**config.mk**
```make
export PLATFORM = sky130hd
export DESIGN_NAME = rx_byte_queue
export DESIGN_NICKNAME = d
export VERILOG_FILES = /design/src/rtl/rxq_pkg.sv /design/src/rtl/rxq_store.sv /design/src/rtl/rxq_tmo_timer.sv /design/src/rtl/rxq_flag.sv /design/src/rtl/rx_byte_queue.sv
export SDC_FILE = /design/constraint.sdc
export NUM_CORES = 1
export LEC_CHECK = 0
export ABC_CLOCK_PERIOD_IN_PS = 5450
export BUFFER_PORTS_ARGS = -buffer_cell sky130_fd_sc_hd__buf_4
export CAP_MARGIN = 40
export CORE_MARGIN = 5
export CORE_UTILIZATION = 54
export DETAILED_ROUTE_END_ITERATION = 10
export PLACE_DENSITY = 0.75
export SYNTH_ARGS = -nofsm -noshare
export SYNTH_HDL_FRONTEND = slang
export SYNTH_HIERARCHICAL = 1
export SYNTH_SLANG_ARGS = --single-unit
export TNS_END_PERCENT = 20
```
**constraint.sdc**
```tcl
create_clock -name clk -period 5.45 [get_ports clk]
set_input_delay 0.8175 -clock clk [delete_from_list [all_inputs] [get_ports clk]]
set_output_delay 0.8175 -clock clk [all_outputs]
set_load 0.005 [all_outputs]
```
**src/rtl/rxq_pkg.sv**
```systemverilog
package rxq_pkg;

    localparam int BYTE_W = 8;

    typedef logic [BYTE_W-1:0] byte_t;

    typedef enum logic [1:0] {
        TRIG_ONE      = 2'b00,
        TRIG_FOUR     = 2'b01,
        TRIG_EIGHT    = 2'b10,
        TRIG_FOURTEEN = 2'b11
    } trig_sel_e;

    // Frame format as decoded by the neighbouring line-control register.
    typedef struct packed {
        logic       par_en;
        logic       stop2;
        logic [1:0] wlen;
    } frame_cfg_t;

    // One arrival from the deserializer.
    typedef struct packed {
        logic  valid;
        logic  brk;
        byte_t data;
    } rx_arrival_t;

    // Total bits per character: start, data, optional parity, stop.
    function automatic logic [3:0] frame_bits(input frame_cfg_t c);
        logic [3:0] n;
        n = 4'd1 + 4'd5 + {2'b00, c.wlen} + {3'b000, c.par_en};
        n = n + (c.stop2 ? 4'd2 : 4'd1);
        return n;
    endfunction

    // Nonlinear threshold table.
    function automatic logic [4:0] trig_level(input logic [1:0] sel);
        logic [4:0] lvl;
        case (trig_sel_e'(sel))
            TRIG_ONE:      lvl = 5'd1;
            TRIG_FOUR:     lvl = 5'd4;
            TRIG_EIGHT:    lvl = 5'd8;
            default:       lvl = 5'd14;
        endcase
        return lvl;
    endfunction

endpackage

```
**src/rtl/rxq_store.sv**
```systemverilog
module rxq_store #(
    parameter int DEPTH = 16,
    parameter int W     = 8,
    localparam int AW    = $clog2(DEPTH),
    localparam int CNT_W = $clog2(DEPTH + 1)
) (
    input  logic             clk,
    input  logic             rst,
    input  logic             clr,
    input  logic             push,
    input  logic             pop,
    input  logic [W-1:0]     wdata,
    output logic [W-1:0]     rdata,
    output logic [CNT_W-1:0] count
);
    localparam logic [AW-1:0]    LAST_IDX = AW'(DEPTH - 1);
    localparam logic [CNT_W-1:0] FULL_CNT = CNT_W'(DEPTH);

    logic [W-1:0]  mem [DEPTH];
    logic [AW-1:0] wr_ptr, rd_ptr;

    always_ff @(posedge clk) begin
        if (push) begin
            mem[wr_ptr] <= wdata;
        end
    end

    always_ff @(posedge clk) begin
        if (rst || clr) begin
            wr_ptr <= '0;
            rd_ptr <= '0;
            count  <= '0;
        end else begin
            if (push) begin
                wr_ptr <= (wr_ptr == LAST_IDX) ? '0 : wr_ptr + 1'b1;
            end
            if (pop) begin
                rd_ptr <= (rd_ptr == LAST_IDX) ? '0 : rd_ptr + 1'b1;
            end
            case ({push, pop})
                2'b10:   count <= count + 1'b1;
                2'b01:   count <= count - 1'b1;
                default: count <= count;
            endcase
        end
    end

    assign rdata = mem[rd_ptr];

    // the controller never writes into a full store
    a_r3_no_overflow: assert property (@(posedge clk) disable iff (rst)
        push |-> (count != FULL_CNT));

    // the controller never pops an empty store
    a_r8_no_underflow: assert property (@(posedge clk) disable iff (rst)
        pop |-> (count != '0));

    // simultaneous push and pop keep the occupancy
    a_r2_pushpop_stable: assert property (@(posedge clk) disable iff (rst)
        (push && pop && !clr) |=> $stable(count));

endmodule

```
**src/rtl/rxq_tmo_timer.sv**
```systemverilog
module rxq_tmo_timer
    import rxq_pkg::*;
#(
    parameter int BT_W = 16,
    localparam int TMO_W = BT_W + 6
) (
    input  logic            clk,
    input  logic            rst,
    input  frame_cfg_t      cfg,
    input  logic [BT_W-1:0] bit_ticks,
    input  logic            restart,
    input  logic            cancel,
    output logic            expire
);
    logic [TMO_W-1:0] char_ticks;
    logic [TMO_W-1:0] window;
    logic [TMO_W-1:0] cnt;
    logic             armed;

    assign char_ticks = TMO_W'(bit_ticks) * TMO_W'(frame_bits(cfg));
    assign window     = char_ticks << 2;

    always_ff @(posedge clk) begin
        if (rst || cancel) begin
            armed <= 1'b0;
            cnt   <= '0;
        end else if (restart) begin
            armed <= 1'b1;
            cnt   <= window - 1'b1;
        end else if (armed) begin
            if (cnt == '0) begin
                armed <= 1'b0;
            end else begin
                cnt <= cnt - 1'b1;
            end
        end
    end

    assign expire = armed && (cnt == '0) && !restart && !cancel;

    // a restart loads a full four-character window
    a_r6_restart_loads: assert property (@(posedge clk) disable iff (rst)
        (restart && !cancel) |=> (armed && (cnt == $past(window) - 1'b1)));

endmodule

```
**src/rtl/rxq_flag.sv**
```systemverilog
module rxq_flag #(
    parameter bit SET_WINS = 1'b1
) (
    input  logic clk,
    input  logic rst,
    input  logic set,
    input  logic clr,
    output logic q
);
    logic nxt;

    generate
        if (SET_WINS) begin : g_set_first
            assign nxt = set || (q && !clr);

            // a setting event beats a clearing one in the same cycle
            a_r12_set_priority: assert property (@(posedge clk) disable iff (rst)
                set |=> q);
        end else begin : g_clr_first
            assign nxt = !clr && (set || q);

            // a clearing event beats a setting one in the same cycle
            a_r7_clear_priority: assert property (@(posedge clk) disable iff (rst)
                clr |=> !q);
        end
    endgenerate

    always_ff @(posedge clk) begin
        if (rst) begin
            q <= 1'b0;
        end else begin
            q <= nxt;
        end
    end

endmodule

```
**src/rtl/rx_byte_queue.sv**
```systemverilog
module rx_byte_queue
    import rxq_pkg::*;
#(
    parameter int DEPTH = 16,
    parameter int BT_W  = 16,
    localparam int CNT_W = $clog2(DEPTH + 1)
) (
    input  logic             clk,
    input  logic             rst,
    input  logic             fifo_en,
    input  logic             flush,
    input  logic [1:0]       trig_sel,
    input  logic [3:0]       frame_cfg,
    input  logic [BT_W-1:0]  bit_ticks,
    input  logic             in_valid,
    input  logic [7:0]       in_data,
    input  logic             in_break,
    output logic             in_ready,
    input  logic             rd_pop,
    output logic [7:0]       rd_data,
    input  logic             stat_rd,
    output logic             data_ready,
    output logic             overrun,
    output logic             break_seen,
    output logic             trig_hit,
    output logic             tmo_pend,
    output logic [CNT_W-1:0] fill_count
);
    localparam logic [CNT_W-1:0] FULL_CNT = CNT_W'(DEPTH);
    localparam logic [CNT_W-1:0] ONE_CNT  = CNT_W'(1);

    frame_cfg_t  cfg;
    rx_arrival_t arr;
    logic        mode_q;
    logic        clr_all;

    assign cfg = frame_cfg_t'(frame_cfg);

    // Break wins over a data byte in the same cycle and stores 0x00.
    always_comb begin
        arr.valid = in_valid || in_break;
        arr.brk   = in_break;
        arr.data  = in_break ? byte_t'(0) : in_data;
    end

    always_ff @(posedge clk) begin
        if (rst) begin
            mode_q <= 1'b0;
        end else begin
            mode_q <= fifo_en;
        end
    end

    assign clr_all = flush || (fifo_en != mode_q);

    // Queue-mode datapath
    logic [CNT_W-1:0] q_cnt;
    byte_t            q_head;
    logic             q_full, q_empty;
    logic             q_push, q_drop, q_pop, q_left_data;

    assign q_full      = (q_cnt == FULL_CNT);
    assign q_empty     = (q_cnt == '0);
    assign q_push      = mode_q && arr.valid && !clr_all && !q_full;
    assign q_drop      = mode_q && arr.valid && !clr_all && q_full;
    assign q_pop       = mode_q && rd_pop && !clr_all && !q_empty;
    assign q_left_data = (q_cnt > ONE_CNT) || q_push;

    rxq_store #(
        .DEPTH (DEPTH),
        .W     (BYTE_W)
    ) u_store (
        .clk   (clk),
        .rst   (rst),
        .clr   (clr_all),
        .push  (q_push),
        .pop   (q_pop),
        .wdata (arr.data),
        .rdata (q_head),
        .count (q_cnt)
    );

    // Holding-register datapath
    byte_t hold_q;
    logic  hold_full;
    logic  h_arr, h_rd, h_over;

    assign h_arr  = !mode_q && arr.valid && !clr_all;
    assign h_rd   = !mode_q && rd_pop && !clr_all;
    assign h_over = h_arr && hold_full && !rd_pop;

    always_ff @(posedge clk) begin
        if (rst || clr_all) begin
            hold_q    <= '0;
            hold_full <= 1'b0;
        end else if (h_arr) begin
            hold_q    <= arr.data;
            hold_full <= 1'b1;
        end else if (h_rd) begin
            hold_full <= 1'b0;
        end
    end

    // Timeout
    logic tmo_restart, tmo_cancel, tmo_expire;

    assign tmo_cancel  = clr_all || !mode_q;
    assign tmo_restart = mode_q && !clr_all && (arr.valid || (q_pop && q_left_data));

    rxq_tmo_timer #(
        .BT_W (BT_W)
    ) u_timer (
        .clk       (clk),
        .rst       (rst),
        .cfg       (cfg),
        .bit_ticks (bit_ticks),
        .restart   (tmo_restart),
        .cancel    (tmo_cancel),
        .expire    (tmo_expire)
    );

    // Status flags
    logic emptied;
    logic oe_set, bi_set, bi_clr, to_set, to_clr;

    assign emptied = (q_pop && (q_cnt == ONE_CNT) && !q_push) || (h_rd && !h_arr);
    assign oe_set  = q_drop || h_over;
    assign bi_set  = arr.brk && !clr_all;
    assign bi_clr  = clr_all || stat_rd || emptied;
    assign to_set  = mode_q && tmo_expire && !q_empty;
    assign to_clr  = clr_all || rd_pop || !mode_q;

    rxq_flag #(.SET_WINS(1'b1)) u_oe (
        .clk (clk), .rst (rst), .set (oe_set), .clr (stat_rd), .q (overrun)
    );

    rxq_flag #(.SET_WINS(1'b1)) u_bi (
        .clk (clk), .rst (rst), .set (bi_set), .clr (bi_clr), .q (break_seen)
    );

    rxq_flag #(.SET_WINS(1'b0)) u_to (
        .clk (clk), .rst (rst), .set (to_set), .clr (to_clr), .q (tmo_pend)
    );

    // Outputs
    logic [CNT_W-1:0] level;

    assign level      = CNT_W'(trig_level(trig_sel));
    assign fill_count = mode_q ? q_cnt : CNT_W'(hold_full);
    assign data_ready = (fill_count != '0);
    assign in_ready   = !mode_q || !q_full;
    assign rd_data    = mode_q ? (q_empty ? byte_t'(0) : q_head) : hold_q;
    assign trig_hit   = mode_q ? (q_cnt >= level) : hold_full;

    // a dropped byte leaves the queue full and flags overrun
    a_r3_drop_keeps: assert property (@(posedge clk) disable iff (rst)
        (q_drop && !rd_pop) |=> ((fill_count == FULL_CNT) && overrun));

    // flush or mode change empties everything
    a_r9_flush_empties: assert property (@(posedge clk) disable iff (rst)
        clr_all |=> ((fill_count == '0) && !data_ready && !break_seen && !tmo_pend));

    // a timeout only rises over stored data
    a_r7_tmo_needs_data: assert property (@(posedge clk) disable iff (rst)
        $rose(tmo_pend) |-> ($past(fill_count) != '0));

    // an empty queue reads as zero
    a_r8_empty_read_zero: assert property (@(posedge clk) disable iff (rst)
        (mode_q && rd_pop && (fill_count == '0)) |-> (rd_data == 8'h00));

    // overwrite in holding mode flags overrun and keeps data ready
    a_r10_overwrite_oe: assert property (@(posedge clk) disable iff (rst)
        h_over |=> (overrun && data_ready));

    // a break leaves data ready with the break flag raised
    a_r11_break_sets: assert property (@(posedge clk) disable iff (rst)
        (in_break && !clr_all) |=> (break_seen && data_ready));

endmodule

```
**Word level (Yosys, flattened, before mapping)**

Memory sizes are Yosys's and may differ from the RTL's. A register that Yosys moved wholly into a read port is not among the register bits.
Cells that the tools add are included.

- RAM bits: 128
- Output and inout bits: 19
- Register bits: 49
- Input port bits: 38
- Memories: 1

Memory list:

| name | words | bits a word | rd ports | clocked after Yosys merged registers in | write ports | RTL line | text |
|---|---|---|---|---|---|---|---|
| u_store.mem | 16 | 8 | 1 | 1 | 1 | rxq_store.sv:19 | `logic [W-1:0] mem [DEPTH];` |

- Reductions and logical operators: 65
- $add $sub $neg: 9
- $lt $le $gt $ge: 2
- Equality and inequality tests: 10
- $mul: 1
- Multiplexer cells: 22

Operators with widths:

| operator | number |
|---|---|
| two-way mux 22 bit | 3 |
| subtractor 22 x 1 -> 22 bit (second input constant) | 2 |
| logical AND 1 bit | 28 |
| two-way mux 8 bit | 3 |
| zero test 22 bit | 1 |
| multiplier 16 x 4 -> 20 bit | 1 |
| logical OR 1 bit | 17 |
| two-way mux 4 bit | 4 |
| zero test 1 bit | 12 |
| one-hot mux 4 bit (3 select lines) | 1 |
| one-hot mux 5 bit (2 select lines) | 1 |
| adder 4 x 1 -> 4 bit (second input constant) | 2 |
| == test 4 bit (second input constant) | 2 |
| two-way mux 1 bit | 8 |
| nonzero test 2 bit | 3 |
| adder 5 x 1 -> 5 bit (second input constant) | 1 |
| == test 5 x 1 -> 1 bit (second input constant) | 1 |
| == test 5 bit (second input constant) | 1 |
| >= comparator 5 bit | 1 |
| > comparator 5 x 1 -> 1 bit (second input constant) | 1 |
| zero test 5 bit | 1 |
| two-way mux 5 bit | 1 |
| nonzero test 5 bit | 1 |
| subtractor 5 x 1 -> 5 bit (second input constant) | 1 |
| other kinds (10) | 12 |

**Logic depth before layout (Yosys ltp)**

Gate-level depths: netlist (run 1).

- Word-level depth: 16
- Mapped depth: 23

**Modules after synthesis**

The synthesis (run 1) kept the hierarchy.

Modules (own cells, without submodules):

| module | cells each | sequential area each (um^2) | instances | area each (um^2) |
|---|---|---|---|---|
| rxq_store | 309 | 4,184.0 | 1 | 5,814.3 |
| rxq_tmo_timer | 473 | 460.4 | 1 | 3,801.1 |
| rx_byte_queue | 130 | 200.2 | 1 | 1,044.8 |
| rxq_flag at u_bi ... | 4 | 20.0 | 2 | 38.8 |
| rxq_flag at u_to | 3 | 20.0 | 1 | 33.8 |

**Worst setup path before layout (run 1)**

OpenSTA, ideal clock, no wires.

- Kind: input -> register
- Start: input frame_cfg[0]
- End: register u_timer.cnt[20]
- Arrival time: 5,556 ps
- Buffers on the path: 1
- Path slack: -239 ps
- Stages: 20
- Cell sequence: fa_1 ha_1 inv_1 ha_1 clkbuf_1 nand2b_1 fa_1 inv_1 fa_1 inv_1 fa_1 nand2b_1 a211o_1 and2_1 xnor2_1 nor4_1 nand2_1 nor3_1 xnor2_1 a21oi_1

- Longest elaborated chain between the ends: 6

RTL lines:

| item | RTL line | text |
|---|---|---|
| start: declaration | rx_byte_queue.sv:13 | `input logic [3:0] frame_cfg,` |
| adder 3 x 2 -> 4 bit | rxq_pkg.sv:31 | `n = 4'd1 + 4'd5 + {2'b00, c.wlen} + {3'b000, c.par_en};` |
| adder 4 x 1 -> 4 bit | rxq_pkg.sv:31 |  |
| adder 4 bit | rxq_pkg.sv:32 | `n = n + (c.stop2 ? 4'd2 : 4'd1);` |
| multiplier 16 x 4 -> 20 bit | rxq_tmo_timer.sv:20 | `assign char_ticks = TMO_W'(bit_ticks) * TMO_W'(frame_bits(cfg));` |
| subtractor 22 x 1 -> 22 bit | rxq_tmo_timer.sv:29 | `cnt <= window - 1'b1;` |
| two-way mux 22 bit | rxq_tmo_timer.sv:27 | `end else if (restart) begin` |
| end signal: assignment | rxq_tmo_timer.sv:29 |  |
| end signal: assignment | rxq_tmo_timer.sv:34 | `cnt <= cnt - 1'b1;` |
| end: declaration | rxq_tmo_timer.sv:17 | `logic [TMO_W-1:0] cnt;` |

No other way between the ends.
A chain may end at the register's enable or synchronous reset.

**Worst setup path in the final report (run 1)**

Same ends and word-level chain as after synthesis.

==> results of run 1 <==
## critical path: stages
cell and delay [ns]:
sky130_fd_sc_hd__buf_4 0.11, sky130_fd_sc_hd__fa_1 0.42, sky130_fd_sc_hd__ha_1 0.41, sky130_fd_sc_hd__and2_1 0.22
sky130_fd_sc_hd__fa_1 0.47, sky130_fd_sc_hd__inv_1 0.05, sky130_fd_sc_hd__fa_1 0.52, sky130_fd_sc_hd__inv_1 0.04
sky130_fd_sc_hd__ha_1 0.29, sky130_fd_sc_hd__a211o_1 0.35, sky130_fd_sc_hd__buf_4 0.16, sky130_fd_sc_hd__a221oi_4 0.23
sky130_fd_sc_hd__o211ai_2 0.15, sky130_fd_sc_hd__a221oi_4 0.33, sky130_fd_sc_hd__a21oi_1 0.13, sky130_fd_sc_hd__xor2_1 0.41
sky130_fd_sc_hd__nor3_2 0.08, sky130_fd_sc_hd__xnor2_1 0.17, sky130_fd_sc_hd__a21oi_1 0.08
## power by group
| part | total (mW) | internal [mW] | switching, mW | leakage (nW) |
|---|---|---|---|---|
| Clock | 1.20 | 0.650 | 0.549 | 0.290 |
| Combinational | 1.41 | 0.676 | 0.733 | 2.76 |
| Sequential | 1.47 | 1.47 | 0.00112 | 1.53 |
| Total | 4.08 | 2.80 | 1.28 | 4.58 |
## metal layers
metal,part of all wire,up-vias
met4,0.016,0
li1,-,3524
met5,0,-
met3,0.065,23
met2,0.47,223
met1,0.45,3495
## logic make-up (layout without fill, tap and decap cells)
| logic type | after synthesis | after routing |
|---|---|---|
| buffers and inverters | 120 | 228 |
| AOI/OAI and AO/OA | 153 | 153 |
| xor gates and xnor gates | 54 | 54 |
| DFF | 181 | 181 |
| muxes | 43 | 43 |
| and+or+nand+nor | 301 | 301 |
| adders and majority gates | 71 | 71 |
## synthesized netlist by cell type (5+ instances only)
library cell / n / area [um2]
sky130_fd_sc_hd__a211oi_1: 17 / 127.6
sky130_fd_sc_hd__a21o_1: 5 / 37.54
sky130_fd_sc_hd__a21oi_1: 25 / 125.1
sky130_fd_sc_hd__a21oi_2: 12 / 105.1
sky130_fd_sc_hd__a22oi_1: 16 / 120.1
sky130_fd_sc_hd__and2_1: 42 / 262.8
sky130_fd_sc_hd__buf_2: 7 / 35.03
sky130_fd_sc_hd__buf_6: 7 / 78.83
sky130_fd_sc_hd__clkbuf_1: 14 / 52.55
sky130_fd_sc_hd__dfxtp_1: 53 / 1061
sky130_fd_sc_hd__edfxtp_1: 128 / 3844
sky130_fd_sc_hd__fa_1: 29 / 580.6
sky130_fd_sc_hd__ha_1: 42 / 525.5
sky130_fd_sc_hd__inv_1: 82 / 307.8
sky130_fd_sc_hd__mux2i_1: 8 / 80.08
sky130_fd_sc_hd__mux4_1: 8 / 210.2
sky130_fd_sc_hd__mux4_2: 24 / 540.5
sky130_fd_sc_hd__nand2_1: 55 / 206.5
sky130_fd_sc_hd__nand2b_1: 15 / 93.84
sky130_fd_sc_hd__nand3_1: 17 / 85.08
sky130_fd_sc_hd__nand4_1: 12 / 75.07
sky130_fd_sc_hd__nor2_1: 55 / 206.5
sky130_fd_sc_hd__nor2b_1: 39 / 244.0
sky130_fd_sc_hd__nor3_1: 17 / 85.08
sky130_fd_sc_hd__nor4_1: 8 / 50.05
sky130_fd_sc_hd__o21a_1: 6 / 45.04
sky130_fd_sc_hd__o21ai_0: 20 / 100.1
sky130_fd_sc_hd__o21ai_1: 5 / 25.02
sky130_fd_sc_hd__o21ai_2: 5 / 43.79
sky130_fd_sc_hd__o22ai_2: 8 / 100.1
sky130_fd_sc_hd__or2_2: 5 / 31.28
sky130_fd_sc_hd__or3_1: 10 / 62.56
sky130_fd_sc_hd__xnor2_1: 33 / 289.0
sky130_fd_sc_hd__xor2_1: 19 / 166.4
## area by class of cell
class	instances	share of cell area
multi-input combinational	622	0.4343
timing repair buffer	112	0.06815
sequential	181	0.3977
clock buffer	17	0.03448
inverter	84	0.02556
tap	265	0.02687
clock inverter	15	0.01288
## stage by stage
step / hold WS [ns] / cell area (um2)
3_3_place_gp: 0.4531 / 11690
2_1_floorplan: 0.4465 / 10810
4_1_cts: 0.4689 / 12330
3_5_place_dp: 0.4587 / 11740
6_report: 0.4686 / 12340
5_1_grt: 0.4851 / 12340
## flip-flops by register name, summed over array words and instances, names as in the netlist, named ones only
name and count:
u_store/rd_ptr 4, u_store/wr_ptr 4, u_oe/q 1, u_timer/cnt 22, u_to/q 1, u_bi/q 1, u_store/count 5, u_store/mem 128
mode_q 1, u_timer/armed 1, hold_full 1, hold_q 8
## path summary, 6_finish.rpt
check / from / end / slack, ns / cells past startpoint
max reg2reg: mode_q / u_store/count[2] / 2.05 / 12
min: hold_q[1] / hold_q[1] / 0.47 / 2
max: frame_cfg[0] / u_timer/cnt[20] / 0.26 / 19
min reg2reg: hold_q[1] / hold_q[1] / 0.47 / 2
## timing repair
action / 4_1_cts / 5_1_grt
hold buffers: 0 / 0
setup endpoints to repair: 0 / 4
gates resized for setup: 0 / 3
==> summary.txt, run 1 <==
result of the run: complete, no violations
Root Buffer Master: sky130_fd_sc_hd__clkbuf_16
RSZ-0062 raised after global routing: no
peak fanout along the critical path: 11
die footprint: 22870 um2
first-pass GRT wire length: 36.15 mm
library cells used by synthesis: 82
worst min-delay path category: reg -> reg
synthesized-area fraction occupied by ao, oa, aoi and oai cells: 0.1098
placed wire-length estimate after detailed placement: 15.95 mm
post-synthesis net count: 1032
maximum ir drop on the vdd rail: 0.2529 mV
synth warn: 6
setup violation total in the final timing report: 0
via count of the first global-routing pass: 7180
number of antenna-violating nets in the routed design: 0
synthesized-area fraction occupied by adder cells: 0.1027
TritonCTS clock tree: built
total congestion overflow: 0
TritonCTS buffer count: 17
total of fill cells in the finished design: 1530
placed instance count: 1264
average via count per standard cell: 5.606
post-CTS clock slew at the launch and capture registers of the worst setup and hold paths: 0.07 ns
Syn Inst Count: 923
routability congestion estimate from global placement: 0.8418
max-slew violation total from the final report: 0
drt total wl: 22.21 mm
net count of the finished layout: 1127
number of vias in the routed layout: 7265
clock latency on the worst-skew pair: 0.43 ns
most crowded layer after global routing: met2
share of post-route cells with drive strength above 1: 0.2250
All-Layer GR Usage: 0.2014
Async SR Flop Fraction: 0
post-route non-filler standard cell count: 1296
number of antenna violations at the first check in global routing: 0
crit path kind: in -> reg
drt initial violations: 511
Synth Flop Type: sky130_fd_sc_hd__edfxtp_1
Max-slew headroom: 0.4462
number of enable flip-flop cells after synthesis: 128
min Tclk post-route: 5.192 ns
portion of the post-synthesis area used by sequential elements: 0.4553
sequential cell area in the final layout: 4907 um2
Critical Path RT: 5.73 ns
total iterations of the first detailed-routing run: 5
most common cell after layout, fill and taps aside: sky130_fd_sc_hd__edfxtp_1
Synth Area per Inst: 11.67 um2
number of levels the H-tree was split into: 4
largest net degree at the start of global routing: 34
Final Hold Violating Endpoints: 0
cell leakage power: 4.580 nW
Clock Skews: 0.006583 ns
met2 Resource Use GR: 0.3272
count of boundary I/O pins: 57
placeable core region: 19530 um2
Worst Slack Setup Final: 0.2582 ns
overall die width: 151.2 um
crit start category: input pin
mux cell area share after synthesis: 0.08026
growth of design area from synthesis to finish: 14.54%
Fin Setup TNS: 0 ns
worst slack after detailed placement: -0.2510 ns
capturing element type of the critical path: register
total power draw: 4.081 mW
effective utilization at floorplan: 0.5516
total inserted antenna cells: 0
height of the chip: 151.2 um
Yosys reg bits: 181
final routed wire length divided by cell count: 17.13 um
commonest cells after routing, fill and taps aside: 128 x sky130_fd_sc_hd__edfxtp_1, 112 x sky130_fd_sc_hd__buf_4, 82 x sky130_fd_sc_hd__inv_1
total standard cell area after synthesis: 10770 um2
simple-gate share of the synthesized area: 0.1552
power density cells: 330.7 nW/um2
end-of-flow core utilization: 0.6319
met1 track demand over resource: 0.2790
post-CTS setup buffers: 0
Fmax achieved: 192.6 MHz
synthesized-area fraction occupied by xor and xnor cells: 0.04530
share of the clock period used by the worst path after layout: 0.9526
arrival time of data at the critical path endpoint: 5.47 ns
max-capacitance violation count: 0
number of buffer cells added on primary ports: 56
sinks on the clock net: 181
multi-input combinational cell area: 5359 um2
Std-Cell Rows: 51
met3 demand-to-capacity share in global routing: 0.03651
main combinational cell family by area after synthesis: simple AND/OR/NAND/NOR gates
Slew @ Worst Pin: 0.8307 ns
number of DRC violations after detailed routing: 0
CTS max path bufs: 2
Power figures use the tool's default switching activity.
==> inputs of run 2 (changes only) <==
Settings changed: MAX_ROUTING_LAYER set to met4.
==> run 2 against run 1 <==
Compared with the run above:
- critical path depth did not move
- cell count did not move
- sequential share of layout area did not move
==> summary.txt, run 2 (synthesis gave the netlist of run 1 again) <==
Critical Path RT: 5.73 ns (about the same)
cell leakage power: 4.580 nW (unchanged)
Design Area, Final: 12340 um2 (unchanged)
commonest cells after routing, fill and taps aside: 128 x sky130_fd_sc_hd__edfxtp_1, 112 x sky130_fd_sc_hd__buf_4, 82 x sky130_fd_sc_hd__inv_1 (unchanged)
drt total wl: 22.23 mm (was 22.21 mm)
Fin Setup TNS: 0 ns (unchanged)
Std-Cell Rows: 51 (unchanged)
max-slew violation total from the final report: 0 (unchanged)
share of post-route cells with drive strength above 1: 0.2250 (unchanged)
min Tclk post-route: 5.187 ns (was 5.192 ns)
Clock Skews: 0.008805 ns (was 0.006583 ns)
placeable core region: 19530 um2 (unchanged)
Slew @ Worst Pin: 0.8144 ns (was 0.8307 ns)
total iterations of the first detailed-routing run: 5 (unchanged)
CTS max path bufs: 2 (unchanged)
Worst Hold Depth: 2 (unchanged)
overall die width: 151.2 um (unchanged)
drt initial violations: 539 (was 511)
routability congestion estimate from global placement: 0.8555 (was 0.8418)
placed wire-length estimate after detailed placement: 15.95 mm (unchanged)
end-of-flow core utilization: 0.6319 (unchanged)
largest register by flop count: u_store/mem (unchanged)
peak fanout along the critical path: 11 (unchanged)
setup violation total in the final timing report: 0 (unchanged)
average via count per standard cell: 5.592 (was 5.606)
crit start category: input pin (unchanged)
Worst Slack Setup Final: 0.2626 ns (was 0.2582 ns)
number of vias in the routed layout: 7247 (was 7265)
total of cells resized after clock tree synthesis: 0 (unchanged)
capturing element type of the critical path: register (unchanged)
Fmax achieved: 192.8 MHz (was 192.6 MHz)
net count of the finished layout: 1127 (unchanged)
TritonCTS buffer count: 17 (unchanged)
reg2reg end: u_store/count[2] (unchanged)
maximum ir drop on the vdd rail: 0.2544 mV (was 0.2529 mV)
sinks on the clock net: 181 (unchanged)
power density cells: 330.8 nW/um2 (was 330.7 nW/um2)
total inserted antenna cells: 0 (unchanged)
Endpoint, Worst Hold: hold_q[1] (unchanged)
reg-to-reg startpoint: mode_q (unchanged)
TritonCTS clock tree: built (unchanged)
Reg2Reg Depth: 12 (unchanged)
final routed wire length divided by cell count: 17.16 um (was 17.13 um)
effective utilization at floorplan: 0.5516 (unchanged)
total cell area at the placement stage: 11740 um2 (unchanged)
number of buffer cells added on primary ports: 56 (unchanged)
CP startpoint: frame_cfg[0] (unchanged)
flip-flop count of the largest register after layout: 128 (unchanged)
worst slack after detailed placement: -0.2510 ns (unchanged)
die footprint: 22870 um2 (unchanged)
via count of the first global-routing pass: 7170 (was 7180)
number of antenna violations at the first check in global routing: 0 (unchanged)
placed instance count: 1264 (unchanged)
RSZ-0062 raised after global routing: no (unchanged)
hold buffer count at cts: 0 (unchanged)
Root Buffer Master: sky130_fd_sc_hd__clkbuf_16 (unchanged)
most common cell after layout, fill and taps aside: sky130_fd_sc_hd__edfxtp_1 (unchanged)
All-Layer GR Usage: 0.2074 (was 0.2014)
worst min-delay path category: reg -> reg (unchanged)
post-CTS clock slew at the launch and capture registers of the worst setup and hold paths: 0.07 ns (about the same)
count of boundary I/O pins: 57 (unchanged)
largest net degree at the start of global routing: 34 (unchanged)
setup slack of the most critical reg-to-reg path: 2.08 ns (was 2.05 ns)
number of antenna-violating nets in the routed design: 0 (unchanged)
total congestion overflow: 0 (unchanged)
max-capacitance violation count: 0 (unchanged)
clock latency on the worst-skew pair: 0.43 ns (about the same)
tightest hold margin: 0.4692 ns (was 0.4686 ns)
Final Hold Violating Endpoints: 0 (unchanged)
height of the chip: 151.2 um (unchanged)
growth of design area from synthesis to finish: 14.54% (unchanged)
result of the run: complete, no violations (unchanged)
crit path kind: in -> reg (unchanged)
post-CTS setup buffers: 0 (unchanged)
number of DRC violations after detailed routing: 0 (unchanged)
first-pass GRT wire length: 36.16 mm (was 36.15 mm)
total power draw: 4.082 mW (was 4.081 mW)
arrival time of data at the critical path endpoint: 5.47 ns (about the same)
Hold Path Origin: hold_q[1] (unchanged)
post-route non-filler standard cell count: 1296 (unchanged)
Max-slew headroom: 0.4570 (was 0.4462)
share of the clock period used by the worst path after layout: 0.9518 (was 0.9526)
number of levels the H-tree was split into: 4 (unchanged)
leading registers by flop count: u_store/mem (128), u_timer/cnt (22), hold_q (8) (unchanged)
==> run 2: how the worst max path moves through the flow <==
stage / to / slack (ns) / cells after the start
after floorplan: u_timer/cnt[19] / -0.01 / 20
after global placement: u_timer/cnt[21] / -0.12 / 20
after detailed placement: u_timer/cnt[20] / -0.25 / 20
after CTS: u_timer/cnt[20] / 0.17 / 20
after global routing: u_timer/cnt[20] / 0.006 / 19
final: u_timer/cnt[20] / 0.26 / 19
==> run 2: cell type report <==
| cell class | instances | area [um2] |
|---|---|---|
| fill | 1530 | 7188 |
| multi-input combinational | 622 | 5359 |
| sequential | 181 | 4907 |
| timing repair buffer | 112 | 840.8 |
| clock buffer | 17 | 425.4 |
| tap | 265 | 331.6 |
| inverter | 84 | 315.3 |
| clock inverter | 15 | 158.9 |
==> run 2: power breakdown <==
group          internal, mW  switching (mW)
clock network         0.650           0.551
logic                 0.676           0.732
registers              1.47         0.00112
==> run 2: per-layer routing <==
metal / part of all wire / global-route usage
met3: 0.061 / 0.03770
met2: 0.47 / 0.3270
met5: 0 / -
met1: 0.45 / 0.2795
met4: 0.017 / 0.05576
==> run 2: worst max-delay path, cell delays in order <==
cell and delay [ns]:
sky130_fd_sc_hd__buf_4 0.11, sky130_fd_sc_hd__fa_1 0.42, sky130_fd_sc_hd__ha_1 0.41, sky130_fd_sc_hd__and2_1 0.22, sky130_fd_sc_hd__fa_1 0.47, sky130_fd_sc_hd__inv_1 0.05, sky130_fd_sc_hd__fa_1 0.52, sky130_fd_sc_hd__inv_1 0.04
sky130_fd_sc_hd__ha_1 0.29, sky130_fd_sc_hd__a211o_1 0.35, sky130_fd_sc_hd__buf_4 0.16, sky130_fd_sc_hd__a221oi_4 0.23, sky130_fd_sc_hd__o211ai_2 0.15, sky130_fd_sc_hd__a221oi_4 0.33, sky130_fd_sc_hd__a21oi_1 0.13, sky130_fd_sc_hd__xor2_1 0.41
sky130_fd_sc_hd__nor3_2 0.08, sky130_fd_sc_hd__xnor2_1 0.17, sky130_fd_sc_hd__a21oi_1 0.08
